--- config.mk ---
export PLATFORM = sky130hd
export DESIGN_NAME = pclk_channel
export DESIGN_NICKNAME = d
export VERILOG_FILES = /design/src/rtl/pclk_channel.sv
export SDC_FILE = /design/constraint.sdc
export NUM_CORES = 1
export LEC_CHECK = 0
export BUFFER_PORTS_ARGS = -buffer_cell sky130_fd_sc_hd__buf_2
export CORE_MARGIN = 2
export CORE_UTILIZATION = 35
export CTS_BUF_LIST = sky130_fd_sc_hd__clkbuf_8
export CTS_CLUSTER_DIAMETER = 100
export CTS_CLUSTER_SIZE = 16
export DETAILED_ROUTE_END_ITERATION = 8
export SLEW_MARGIN = 25
export SYNTH_ARGS = -nofsm -noshare
export SYNTH_HDL_FRONTEND = slang
export SYNTH_SLANG_ARGS = --single-unit
export TNS_END_PERCENT = 10
--- constraint.sdc ---
create_clock -name clk -period 2.4 [get_ports clk]
set_input_delay 0.36 -clock clk [delete_from_list [all_inputs] [get_ports clk]]
set_output_delay 0.36 -clock clk [all_outputs]
set_load 0.03 [all_outputs]
--- src/rtl/pclk_channel.sv ---
module pclk_channel #(
  parameter int NSRC    = 4,
  parameter int SEL_W   = 2,
  parameter int DIV_W   = 3,
  parameter int MAX_EXP = 6,
  localparam int CNT_W  = (MAX_EXP > 1) ? MAX_EXP - 1 : 1
) (
  input  logic             clk,
  input  logic             rst_n,
  input  logic [NSRC-1:0]  src_tick,
  input  logic             ch_en,
  input  logic             cfg_we,
  input  logic [SEL_W-1:0] cfg_sel,
  input  logic [DIV_W-1:0] cfg_exp,
  output logic             clk_out,
  output logic             ready
);

  logic [SEL_W-1:0] pend_sel, act_sel;
  logic [DIV_W-1:0] pend_exp, act_exp;
  logic [CNT_W-1:0] cnt;
  logic [CNT_W:0]   half_m1;
  logic             out_q, rdy_q;
  logic             tick, last, wrap;
  logic [DIV_W-1:0] exp_clamped;

  assign tick        = src_tick[act_sel];
  assign half_m1     = (act_exp == '0) ? '0
                       : (((CNT_W+1)'(1)) << (act_exp - DIV_W'(1))) - (CNT_W+1)'(1);
  assign last        = (cnt == half_m1[CNT_W-1:0]);
  assign wrap        = !ch_en || (tick && ((act_exp == '0) || (last && out_q)));
  assign exp_clamped = (cfg_exp > DIV_W'(MAX_EXP)) ? DIV_W'(MAX_EXP) : cfg_exp;
  assign clk_out     = out_q;
  assign ready       = rdy_q;

  always_ff @(posedge clk) begin
    if (!rst_n) begin
      pend_sel <= '0;
      pend_exp <= '0;
      act_sel  <= '0;
      act_exp  <= '0;
      cnt      <= '0;
      out_q    <= 1'b0;
      rdy_q    <= 1'b1;
    end else begin
      if (!ch_en) begin
        cnt   <= '0;
        out_q <= 1'b0;
      end else if (act_exp == '0) begin
        out_q <= tick;
      end else if (tick) begin
        if (last) begin
          cnt   <= '0;
          out_q <= ~out_q;
        end else begin
          cnt <= cnt + CNT_W'(1);
        end
      end

      if (cfg_we) begin
        pend_sel <= cfg_sel;
        pend_exp <= exp_clamped;
        rdy_q    <= 1'b0;
      end else if (wrap && !rdy_q) begin
        act_sel <= pend_sel;
        act_exp <= pend_exp;
        rdy_q   <= 1'b1;
      end
    end
  end

  // a disabled channel drives low on the following cycle
  assert_off_low_R5: assert property (@(posedge clk) disable iff (!rst_n)
    !ch_en |=> !clk_out);

  // any write drops the ready flag
  assert_we_clears_R6: assert property (@(posedge clk) disable iff (!rst_n)
    cfg_we |=> !ready);

  // while disabled, pending settings are applied on the next cycle
  assert_disabled_apply_R7: assert property (@(posedge clk) disable iff (!rst_n)
    (!ch_en && !cfg_we && !ready) |=> ready);

  // ready only rises after a wrap
  assert_rise_on_wrap_R7: assert property (@(posedge clk) disable iff (!rst_n)
    $rose(ready) |-> $past(wrap));

  // divided output only moves on a selected pulse
  assert_hold_no_tick_R3: assert property (@(posedge clk) disable iff (!rst_n)
    (ch_en && !tick && act_exp != '0) |=> $stable(clk_out));

  // the half-period counter never passes its terminal value
  assert_cnt_bound_R3: assert property (@(posedge clk) disable iff (!rst_n)
    ({1'b0, cnt} <= half_m1));

endmodule

==> summary.txt, run 1 <==
Global routing
  • GRT Residual Overflow: 0
  • GR Util All Layers: 13.4%
  • M3 GR Usage: between 2 and 2.5%
  • First-pass GRT wire length: 3460 um
  • Met1 usage: around 17%
  • Vias in the first global route: 807
  • Met2 usage: between 20 and 25%
  • Grt peak-use layer: met2
  • Pin count of the biggest net entering global routing: 20
  • Initial antenna violation count: 0

Clock tree
  • TritonCTS clock tree: done
  • Clock Sinks: 17
  • CTS buffer count: 3
  • Max clock buf depth: 2
  • Hold Buf Count CTS: 0
  • Worst-Skew Late Latency: about 0.26 ns
  • Clock transition at the registers of the reported paths: around 0.070 ns
  • Htree depth: 1
  • Root buffer cell: clkbuf_8

Logic synthesis
  • Synthesized cell area: 0.00105 mm2
  • Register bit count reported by yosys: 17
  • Syn_area_per_cell: roughly 8.6 um2
  • Most frequent cell after synthesis: nand2_1
  • Syn Nets: 137
  • Share of the synthesized area in the top cell type: 32.5%
  • FFs w/ async S/R, synth: 0%
  • Sequential area share after synthesis: 32.5%
  • Top_reg_cell synth: dfxtp_1
  • Synth cell types: 41
  • Largest cells by area after synthesis: dfxtp_1 (33%), mux2i_1 (9.6%), nand2_1 (6.5%)
  • YS warnings: 0
  • Area leader, netlist: dfxtp_1
  • Post-synth top cells: nand2_1 (18), dfxtp_1 (17), mux2i_1 (10)
  • Post-synth EDFFs: 0
  • Mapped Cells: ~120

Floorplan
  • Core area: around 0.0028 mm2
  • I/O pins: 15
  • Die area: 0.00344 mm2
  • Initial Util: 37.3%
  • FP Rows: 19
  • Die H: between 50 and 60 um
  • Die span in x: 58.7 um

STA
  • RSZ-0062 raised after global routing: no
  • Final Hold Vio Count: 0
  • Max-Slew Margin vs Limit: 76.5%
  • Fmax: 447 MHz
  • Final period util: 93.3%
  • Slew Viols, Final: 0
  • Worst-Margin Slew: ~0.35 ns
  • Min Tclk post-route: roughly 2.2 ns
  • Final setup violation count: 0
  • Worst Clk Skew: 0.00482 ns
  • Final hold slack: 0.359 ns
  • Setup_tns: 0 ns

Power
  • Pwr/cell area: 493 mW/mm2
  • Leak: about 0.48 nW
  • VDD IR-drop max: approximately 0.32 mV

Detailed routing
  • Post-Route WL: 1950 um
  • Vias per inst: 5.34
  • Initial DRT Pass Iterations: 4
  • Number of routed nets with antenna violations: 0
  • Total number of vias: 897
  • DR WL/cell: 11.6 um
  • Initial drt markers: 28
  • Post-route DRC: 0

Worst setup path
  • Worst Setup End Kind: register
  • Critical Path AT: 2.38 ns
  • CP Launch Type: register
  • Crit Path Category: reg -> reg
  • CP Data Required Time: 2.54 ns
  • CP max FO: 10

Layout
  • Finished Layout Cells: 168
  • # diodes: 0
  • Fin area: 0.00120 mm2
  • Layout cells sized above 1: 25.5%
  • Fill count: ~280
  • Nets: ~150
  • Final Util: 42.8%
  • Layout area overhead: 14.8%

Place
  • Placed Instances: about 160
  • DP HPWL: 1480 um
  • I/O Buffers: 14
  • GPL Wtd Cong: around 0.76
  • Post-place instance area: between 0.001 and 0.0015 mm2

Flow run
  • Max-Cap Viols: 0

Min path
  • Hold Crit Class: in -> reg

Status
  • Status: finished, final reports clean
[layer usage]
layer	vias up	wire length (um)
li1	467	-
met1	400	951
met2	26	857
met4	0	45
met3	4	92
met5	-	0
[worst max-delay path: stages (launching register included)]
cell and delay, ns:
dfxtp_2 0.37, nor2b_4 0.16, nand2b_1 0.07, ha_2 0.22, and2b_2 0.21, o21ai_1 0.17, a21oi_1 0.13, nor3b_4 0.33
a21oi_1 0.11, or3_1 0.36
[repair_timing]
item,4_1_cts,5_1_grt
setup buffers,0,2
setup endpoints to repair,0,11
hold endpoints to repair,0,0
gates resized for setup,0,3
[cells in the final DEF, fill, tap and decap left out, drive strengths merged, types with 3 or more instances in the layout]
cell type	n
clkbuf	3
a21oi	6
nand4	5
buf	19
xor2	3
nand2	18
nor2b	6
dfxtp	17
o21ai	4
nand3	3
nor2	5
nor3	8
mux2i	10
[area by class of cell]
| cell class | count | area, um2 | share of cell area [%] |
|---|---|---|---|
| Sequential cell | 17 | 342 | 28.4 |
| Clock buffer | 3 | 41.3 | 3.44 |
| Inverter | 2 | 7.51 | 0.625 |
| Timing Repair Buffer | 19 | 108 | 8.96 |
| Clock inverter | 1 | 5.00 | 0.417 |
| Tap cell | 31 | 38.8 | 3.23 |
| Multi-Input combinational cell | 95 | 659 | 54.9 |
[kinds of logic after synthesis]
family	count (synthesis)	share of synthesized area (%)
simple gates	57	31.2
compound gates	21	13.6
flops	17	32.5
mux	11	11.7
buf+inv	10	5.14
xor+xnor	4	3.35
fa+ha+maj	2	2.39
[path summary, 6_finish.rpt]
kind / startpoint / to / slack, ns / cells after the start
hold reg to reg: pend_sel[0] / act_sel[0] / 0.47 / 2
setup / recovery: act_exp[1] / clk_out / 0.16 / 9
setup reg to reg: act_exp[1] / clk_out / 0.16 / 9
hold / removal: cfg_sel[0] / pend_sel[0] / 0.36 / 3
[state kept, by name, summed over array words and instances, names as in the netlist]
name / flops
act_exp: 3
clk_out: 1
pend_sel: 2
ready: 1
cnt: 5
pend_exp: 3
act_sel: 2
[through the flow]
step / worst slack (ns) / power (mW)
5_1_grt: 0.00943 / 0.620
2_1_floorplan: 0.175 / 0.360
3_5_place_dp: 0.0460 / 0.381
3_3_place_gp: 0.110 / 0.380
4_1_cts: 0.0185 / 0.597
6_report: 0.160 / 0.593
[report_power, final]
part / switching, mW / internal (mW) / leakage [nW] / total [mW]
combinational: 0.0432 / 0.0363 / 0.319 / 0.0795
clock: 0.0993 / 0.115 / 0.0255 / 0.215
sequential: 0.00713 / 0.291 / 0.139 / 0.299
(Power assumes the default switching activity.)
==> run 2, diff against run 1 <==
--- a/config.mk
+++ b/config.mk
@@ -8,10 +8,11 @@
 export BUFFER_PORTS_ARGS = -buffer_cell sky130_fd_sc_hd__buf_2
 export CORE_MARGIN = 2
 export CORE_UTILIZATION = 35
-export CTS_BUF_LIST = sky130_fd_sc_hd__clkbuf_8
+export CTS_BUF_LIST = sky130_fd_sc_hd__clkbuf_16
 export CTS_CLUSTER_DIAMETER = 100
 export CTS_CLUSTER_SIZE = 16
 export DETAILED_ROUTE_END_ITERATION = 8
+export SKIP_LAST_GASP = 1
 export SLEW_MARGIN = 25
 export SYNTH_ARGS = -nofsm -noshare
 export SYNTH_HDL_FRONTEND = slang
==> run 2 against run 1 <==
  * Die area did not move
  * Register-to-register slack got worse by 0.07 ns
  * Global-route usage is essentially flat
  * Clock skew barely moved
  * Via count increased by 0.33%
  * Combinational power decreased by 3%
  * Total power up 19%
  * Fmax shrank 3.0%
  * First-iteration DRC count is 25% higher
  * Routed wire length rose by 0.26%
  * Largest power group is now clock
==> summary.txt, run 2 (same netlist as run 1, synthesis figures left out) <==
Status
  • Status: finished, final reports clean (unchanged)

Detailed routing
  • Post-route DRC: 0 (unchanged)
  • Vias per inst: 5.42 (was 5.34)
  • Number of routed nets with antenna violations: 0 (unchanged)
  • DR WL/cell: 11.8 um (was 11.6 um)
  • Total number of vias: 900 (was 897)
  • Initial drt markers: 35 (was 28)
  • Initial DRT Pass Iterations: 4 (unchanged)
  • Post-Route WL: 1950 um (about the same)

Worst setup path
  • R2R cell count: 9 (unchanged)
  • Crit path max-delay family: simple AND/OR/NAND/NOR gates (unchanged)
  • Worst Setup End Kind: register (unchanged)
  • CP Launch Type: register (unchanged)
  • Crit Path Category: reg -> reg (unchanged)
  • WP buf/inv: 0 (unchanged)
  • Slowest cell on the critical path: dfxtp_1 (was dfxtp_2)
  • Critical Path AT: 2.44 ns (was 2.38 ns)
  • Most frequent cell on the critical path: a21oi_1 (unchanged)
  • CP max FO: 10 (unchanged)
  • Critical R2R Launch: act_exp[1] (unchanged)
  • FF-to-FF End: clk_out (unchanged)
  • CP Data Required Time: 2.53 ns (was 2.54 ns)
  • R2R setup slack: 0.09 ns (was 0.16 ns)
  • Crit-path cells: nor2b_4 -> nand2b_1 -> ha_2 -> and2b_2 -> o21ai_1 -> a21oi_1 -> nor3b_4 -> a21oi_1 -> or3_1 (unchanged)
  • Crit-path max cell delay: 0.39 ns (was 0.37 ns)

STA
  • Final period util: 96.2% (was 93.3%)
  • Min Tclk post-route: 2.31 ns (was 2.24 ns)
  • Worst-Margin Slew: 0.357 ns (was 0.352 ns)
  • Max-Slew Margin vs Limit: 76.2% (was 76.5%)
  • Final setup violation count: 0 (unchanged)
  • Fmax: 433 MHz (was 447 MHz)
  • Final hold slack: 0.368 ns (was 0.359 ns)
  • Worst Clk Skew: 0.00459 ns (was 0.00482 ns)
  • Final Hold Vio Count: 0 (unchanged)
  • Slew Viols, Final: 0 (unchanged)
  • Setup_tns: 0 ns (unchanged)
  • RSZ-0062 raised after global routing: yes (was no)

Min path
  • WHS Endpoint: pend_sel[0] (unchanged)
  • Hold Crit Class: in -> reg (unchanged)
  • Hold_sp: cfg_sel[0] (unchanged)
  • Hold path depth: 3 (unchanged)

Layout
  • Layout cells sized above 1: 23.7% (was 25.5%)
  • Reg with most FFs: cnt (unchanged)
  • Registers with the most flip-flops: cnt: 5 flops, act_exp: 3 flops, pend_exp: 3 flops (unchanged)
  • Max reg flops: 5 (unchanged)
  • Nets: 151 (was 153)
  • Final Util: 43.4% (was 42.8%)
  • # diodes: 0 (unchanged)
  • Layout area overhead: 16.5% (was 14.8%)
  • Most common cell after layout, fill and taps aside: nand2_1 (unchanged)
  • Fin area: 0.00122 mm2 (was 0.00120 mm2)
  • Finished Layout Cells: 166 (was 168)
  • Most frequent cells in the layout: nand2_1 (18), dfxtp_1 (17), buf_2 (14) (was nand2_1 (18), dfxtp_1 (16), buf_2 (14))

Clock tree
  • CTS buffer count: 3 (unchanged)
  • Post-CTS setup buffers: 0 (unchanged)
  • Root buffer cell: clkbuf_16 (was clkbuf_8)
  • Worst-Skew Late Latency: 0.25 ns (was 0.26 ns)
  • Max clock buf depth: 2 (unchanged)
  • Clock transition at the registers of the reported paths: 0.05 ns (was 0.07 ns)
  • Htree depth: 1 (unchanged)
  • TritonCTS clock tree: done (unchanged)
  • Hold Buf Count CTS: 0 (unchanged)
  • Clock Sinks: 17 (unchanged)

Global routing
  • Met2 usage: 21.2% (was 20.4%)
  • Met1 usage: 17.6% (was 17.4%)
  • Initial antenna violation count: 0 (unchanged)
  • M3 GR Usage: 1.76% (was 2.42%)
  • GRT Residual Overflow: 0 (unchanged)
  • First-pass GRT wire length: 3550 um (was 3460 um)
  • GR Util All Layers: 13.4% (about the same)
  • Pin count of the biggest net entering global routing: 20 (unchanged)
  • Vias in the first global route: 823 (was 807)
  • Grt peak-use layer: met2 (unchanged)

Floorplan
  • FP Rows: 19 (unchanged)
  • Initial Util: 37.3% (unchanged)
  • Die span in x: 58.7 um (unchanged)
  • Die H: 58.7 um (unchanged)
  • Core area: 0.00281 mm2 (unchanged)
  • I/O pins: 15 (unchanged)
  • Die area: 0.00344 mm2 (unchanged)

Place
  • Placed Instances: 162 (unchanged)
  • DP HPWL: 1480 um (unchanged)
  • Post-place instance area: 0.00113 mm2 (unchanged)
  • I/O Buffers: 14 (unchanged)
  • GPL Wtd Cong: 0.764 (unchanged)

Flow run
  • Max-Cap Viols: 0 (unchanged)

Power
  • Leak: 0.490 nW (was 0.484 nW)
  • VDD IR-drop max: 0.394 mV (was 0.322 mV)
  • Pwr/cell area: 580 mW/mm2 (was 493 mW/mm2)
## run 2: worst max-delay path by stage
stage	end	from	cells past startpoint	slack (ns)
floorplan	clk_out	act_exp[2]	11	0.18
global placement	clk_out	act_exp[1]	9	0.11
detailed placement	clk_out	act_exp[1]	9	0.05
CTS	clk_out	act_exp[1]	9	0.01
global route	clk_out	act_exp[1]	9	-0.04
finish	clk_out	act_exp[1]	9	0.09
## run 2: repair_timing
item	4_1_cts	5_1_grt
endpoints found under the setup margin	0	8
gates resized for setup	0	2
hold endpoints to repair	0	0
## run 2: layout make-up
class | count | area, um2
Clock inverter | 1 | 5.00
Sequential cell | 17 | 340
Fill cell | 277 | 1590
Tap cell | 31 | 38.8
Timing Repair Buffer | 17 | 92.6
Multi-Input combinational cell | 95 | 659
Inverter | 2 | 7.51
Clock buffer | 3 | 75.1
## run 2: worst register-to-register path: cells and delay by family (launching register included)
| family | cells | cell delay [ns] |
|---|---|---|
| and+or+nand+nor | 5 | 1.18 |
| AOI/OAI and AO/OA | 3 | 0.41 |
| adders and majority gates | 1 | 0.22 |
| DFF | 1 | 0.39 |
## run 2: power breakdown
group | leakage [nW] | switching, mW | internal, mW
combinational | 0.310 | 0.0432 | 0.0343
clock | 0.0409 | 0.108 | 0.223
sequential | 0.139 | 0.00699 | 0.292
## run 2: metal layers
metal | wire length, um | vias to the layer above | share of wire [%]
met5 | 0 | - | 0
met4 | 53 | 0 | 2.7
met3 | 85 | 5 | 4.4
met2 | 874 | 25 | 45
met1 | 940 | 406 | 48
li1 | - | 464 | -
## run 2: per-stage QoR
stage	worst slack [ns]	power, mW
2_1_floorplan	0.175	0.360
3_3_place_gp	0.110	0.380
3_5_place_dp	0.0460	0.381
4_1_cts	0.0121	0.713
5_1_grt	-0.0426	0.733
6_report	0.0905	0.707
==> run 3, diff against run 2 <==
--- a/config.mk
+++ b/config.mk
@@ -6,12 +6,15 @@
 export NUM_CORES = 1
 export LEC_CHECK = 0
 export BUFFER_PORTS_ARGS = -buffer_cell sky130_fd_sc_hd__buf_2
+export CELL_PAD_IN_SITES_DETAIL_PLACEMENT = 1
+export CELL_PAD_IN_SITES_GLOBAL_PLACEMENT = 1
 export CORE_MARGIN = 2
 export CORE_UTILIZATION = 35
 export CTS_BUF_LIST = sky130_fd_sc_hd__clkbuf_16
 export CTS_CLUSTER_DIAMETER = 100
 export CTS_CLUSTER_SIZE = 16
 export DETAILED_ROUTE_END_ITERATION = 8
+export PLACE_DENSITY_LB_ADDON = 0.1
 export SKIP_LAST_GASP = 1
 export SLEW_MARGIN = 25
 export SYNTH_ARGS = -nofsm -noshare
==> run 3 against run 2 <==
  * Worst hold slack improved by 0.0090 ns
  * Non-clock buffer count increased by 3
  * Die area stayed put
==> summary.txt, run 3 (same netlist as run 1, synthesis figures left out) <==
Layout
  • Most frequent cells in the layout: nand2_1 (18), dfxtp_1 (15), buf_2 (14) (was nand2_1 (18), dfxtp_1 (17), buf_2 (14))
  • Layout cells sized above 1: 27.5% (was 23.7%)
  • Finished Layout Cells: 169 (was 166)
  • Layout area overhead: 20.8% (was 16.5%)
  • Registers with the most flip-flops: cnt: 5 flops, act_exp: 3 flops, pend_exp: 3 flops (unchanged)
  • Most common cell after layout, fill and taps aside: nand2_1 (unchanged)
  • Max reg flops: 5 (unchanged)
  • Reg with most FFs: cnt (unchanged)
  • Nets: 154 (was 151)
  • # diodes: 0 (unchanged)

Power
  • Leak: 0.509 nW (was 0.490 nW)
  • Sequential power share: 41.9% (was 42.3%)
  • Combinational Power Share: 11.5% (was 11.0%)
  • Clock network fraction of total power: 46.7% (was 46.8%)
  • Pint: 0.552 mW (was 0.549 mW)
  • Switching pwr: 0.163 mW (was 0.158 mW)
  • Sw frac: 22.8% (was 22.3%)
  • VDD IR-drop max: 0.363 mV (was 0.394 mV)
  • Pwr/cell area: 565 mW/mm2 (was 580 mW/mm2)

Clock tree
  • Worst-Skew Late Latency: 0.25 ns (about the same)
  • Hold Buf Count CTS: 0 (unchanged)
  • Max clock buf depth: 2 (unchanged)
  • Clock transition at the registers of the reported paths: 0.05 ns (about the same)
  • Htree depth: 1 (unchanged)
  • CTS buffer count: 3 (unchanged)
  • Clock Sinks: 17 (unchanged)
  • TritonCTS clock tree: done (unchanged)
  • Root buffer cell: clkbuf_16 (unchanged)

Status
  • Status: finished, final reports clean (unchanged)

Worst setup path
  • Worst Setup End Kind: register (unchanged)
  • Crit-path cells: nor2b_4 -> nand2b_1 -> ha_4 -> nor3b_4 -> o21ai_2 -> a32oi_1 -> nor3b_4 -> a21oi_1 -> or3_1 (was nor2b_4 -> nand2b_1 -> ha_2 -> and2b_2 -> o21ai_1 -> a21oi_1 -> nor3b_4 -> a21oi_1 -> or3_1)
  • Crit path max-delay family: simple AND/OR/NAND/NOR gates (unchanged)
  • Slowest cell on the critical path: or3_1 (was dfxtp_1)
  • CP Launch Type: register (unchanged)
  • Critical R2R Launch: act_exp[1] (unchanged)
  • CP Data Required Time: 2.53 ns (about the same)
  • Most frequent cell on the critical path: nor3b_4 (was a21oi_1)
  • Crit Path Category: reg -> reg (unchanged)
  • Crit path from: act_exp[1] (unchanged)
  • CP max FO: 10 (unchanged)
  • WP buf/inv: 0 (unchanged)
  • Critical Path AT: 2.39 ns (was 2.44 ns)
  • Crit-path max cell delay: 0.37 ns (was 0.39 ns)

Detailed routing
  • Vias per inst: 5.38 (was 5.42)
  • DR WL/cell: 14.4 um (was 11.8 um)
  • Number of routed nets with antenna violations: 0 (unchanged)
  • Initial DRT Pass Iterations: 4 (unchanged)
  • Post-Route WL: 2440 um (was 1950 um)
  • Initial drt markers: 27 (was 35)
  • Post-route DRC: 0 (unchanged)
  • Total number of vias: 910 (was 900)

STA
  • Setup_tns: 0 ns (unchanged)
  • RSZ-0062 raised after global routing: no (was yes)
  • Slew Viols, Final: 0 (unchanged)
  • Final period util: 94.0% (was 96.2%)
  • Final Hold Vio Count: 0 (unchanged)
  • Worst-Margin Slew: 0.374 ns (was 0.357 ns)
  • Fmax: 443 MHz (was 433 MHz)
  • Worst Clk Skew: 0.00503 ns (was 0.00459 ns)
  • Min Tclk post-route: 2.26 ns (was 2.31 ns)
  • Max-Slew Margin vs Limit: 75.0% (was 76.2%)
  • Final hold slack: 0.377 ns (was 0.368 ns)
  • Final setup violation count: 0 (unchanged)
  • Setup WS post-layout: 0.143 ns (was 0.0905 ns)

Min path
  • Hold Crit Class: in -> reg (unchanged)
  • Hold_sp: cfg_sel[1] (was cfg_sel[0])

Floorplan
  • Die H: 58.7 um (unchanged)
  • Die area: 0.00344 mm2 (unchanged)
  • Initial Util: 37.3% (unchanged)
  • Die span in x: 58.7 um (unchanged)
  • I/O pins: 15 (unchanged)
  • FP Rows: 19 (unchanged)
  • Core area: 0.00281 mm2 (unchanged)

Place
  • I/O Buffers: 14 (unchanged)
  • Placed Instances: 164 (was 162)
  • DP HPWL: 1880 um (was 1480 um)
  • Post-Place Setup Slack: -0.0910 ns (was 0.0460 ns)
  • GPL Wtd Cong: 0.778 (was 0.764)

Global routing
  • GRT Residual Overflow: 0 (unchanged)
  • Vias in the first global route: 915 (was 823)
  • First-pass GRT wire length: 4220 um (was 3550 um)
  • Pin count of the biggest net entering global routing: 20 (unchanged)
  • GR Util All Layers: 16.1% (was 13.4%)
  • Initial antenna violation count: 0 (unchanged)

Flow run
  • Max-Cap Viols: 0 (unchanged)
run 3: cell types whose count changed in the layout (fill, tap and decap cells not counted), sizes merged:
cell  change
buf       +3
run 3: worst reg2reg max path, cell delays in order, from the launching register on:
cell	delay, ns
dfxtp_2	0.36
nor2b_4	0.17
nand2b_1	0.10
ha_4	0.21
nor3b_4	0.20
o21ai_2	0.10
a32oi_1	0.20
nor3b_4	0.34
a21oi_1	0.11
or3_1	0.37
run 3: layer usage:
layer  part of all wire (%)  vias to the layer above  global-route usage (%)
met3                    2.9                        2                    4.62
met1                     43                      428                    19.2
met5                      0                        -                       0
li1                       -                      469                       -
met4                   0.74                        0                    2.92
met2                     53                       11                    28.9
run 3: area by class of cell:
| type | count | area, um2 |
|---|---|---|
| clock buffers | 3 | 75.1 |
| clock inverters | 1 | 5.00 |
| fillers | 334 | 1540 |
| inverters | 2 | 7.51 |
| multi-input cells | 95 | 679 |
| flip-flops and latches | 17 | 343 |
| well taps | 31 | 38.8 |
| repair buffers | 20 | 115 |
run 3: stage by stage:
step / area, um2 / total power, mW / utilization [%]
after floorplan: 1050 / 0.360 / -
after global placement: 1150 / 0.383 / 40.9
after detailed placement: 1150 / 0.385 / 40.9
after CTS: 1230 / 0.721 / 44.0
after global routing: 1260 / 0.748 / 45.0
final: 1260 / 0.715 / 45.0
run 3: timing repair:
action | in CTS | in global routing
endpoints found under the hold margin | 0 | 0
pin swaps | 1 | 2
setup buffers | 0 | 1
setup endpoints to repair | 5 | 1
resized for setup | 3 | 4
cloned | 0 | 0
run 3: final timing paths:
| path | slack, ns | endpoint | depth (start not counted) |
|---|---|---|---|
| worst max-delay path | 0.14 | clk_out | 9 |
| worst min-delay path | 0.38 | pend_sel[1] | 3 |
| worst max register to register | 0.14 | clk_out | 9 |
| worst min register to register | 0.45 | act_exp[0] | 2 |
run 3: power by group through the flow:
stage,sequential [mW],combinational [mW],clock [mW]
2_1_floorplan,0.308,0.0515,0
3_3_place_gp,0.305,0.0789,0
3_5_place_dp,0.305,0.0802,0
4_1_cts,0.299,0.0813,0.340
5_1_grt,0.301,0.0923,0.355
6_report,0.299,0.0819,0.333
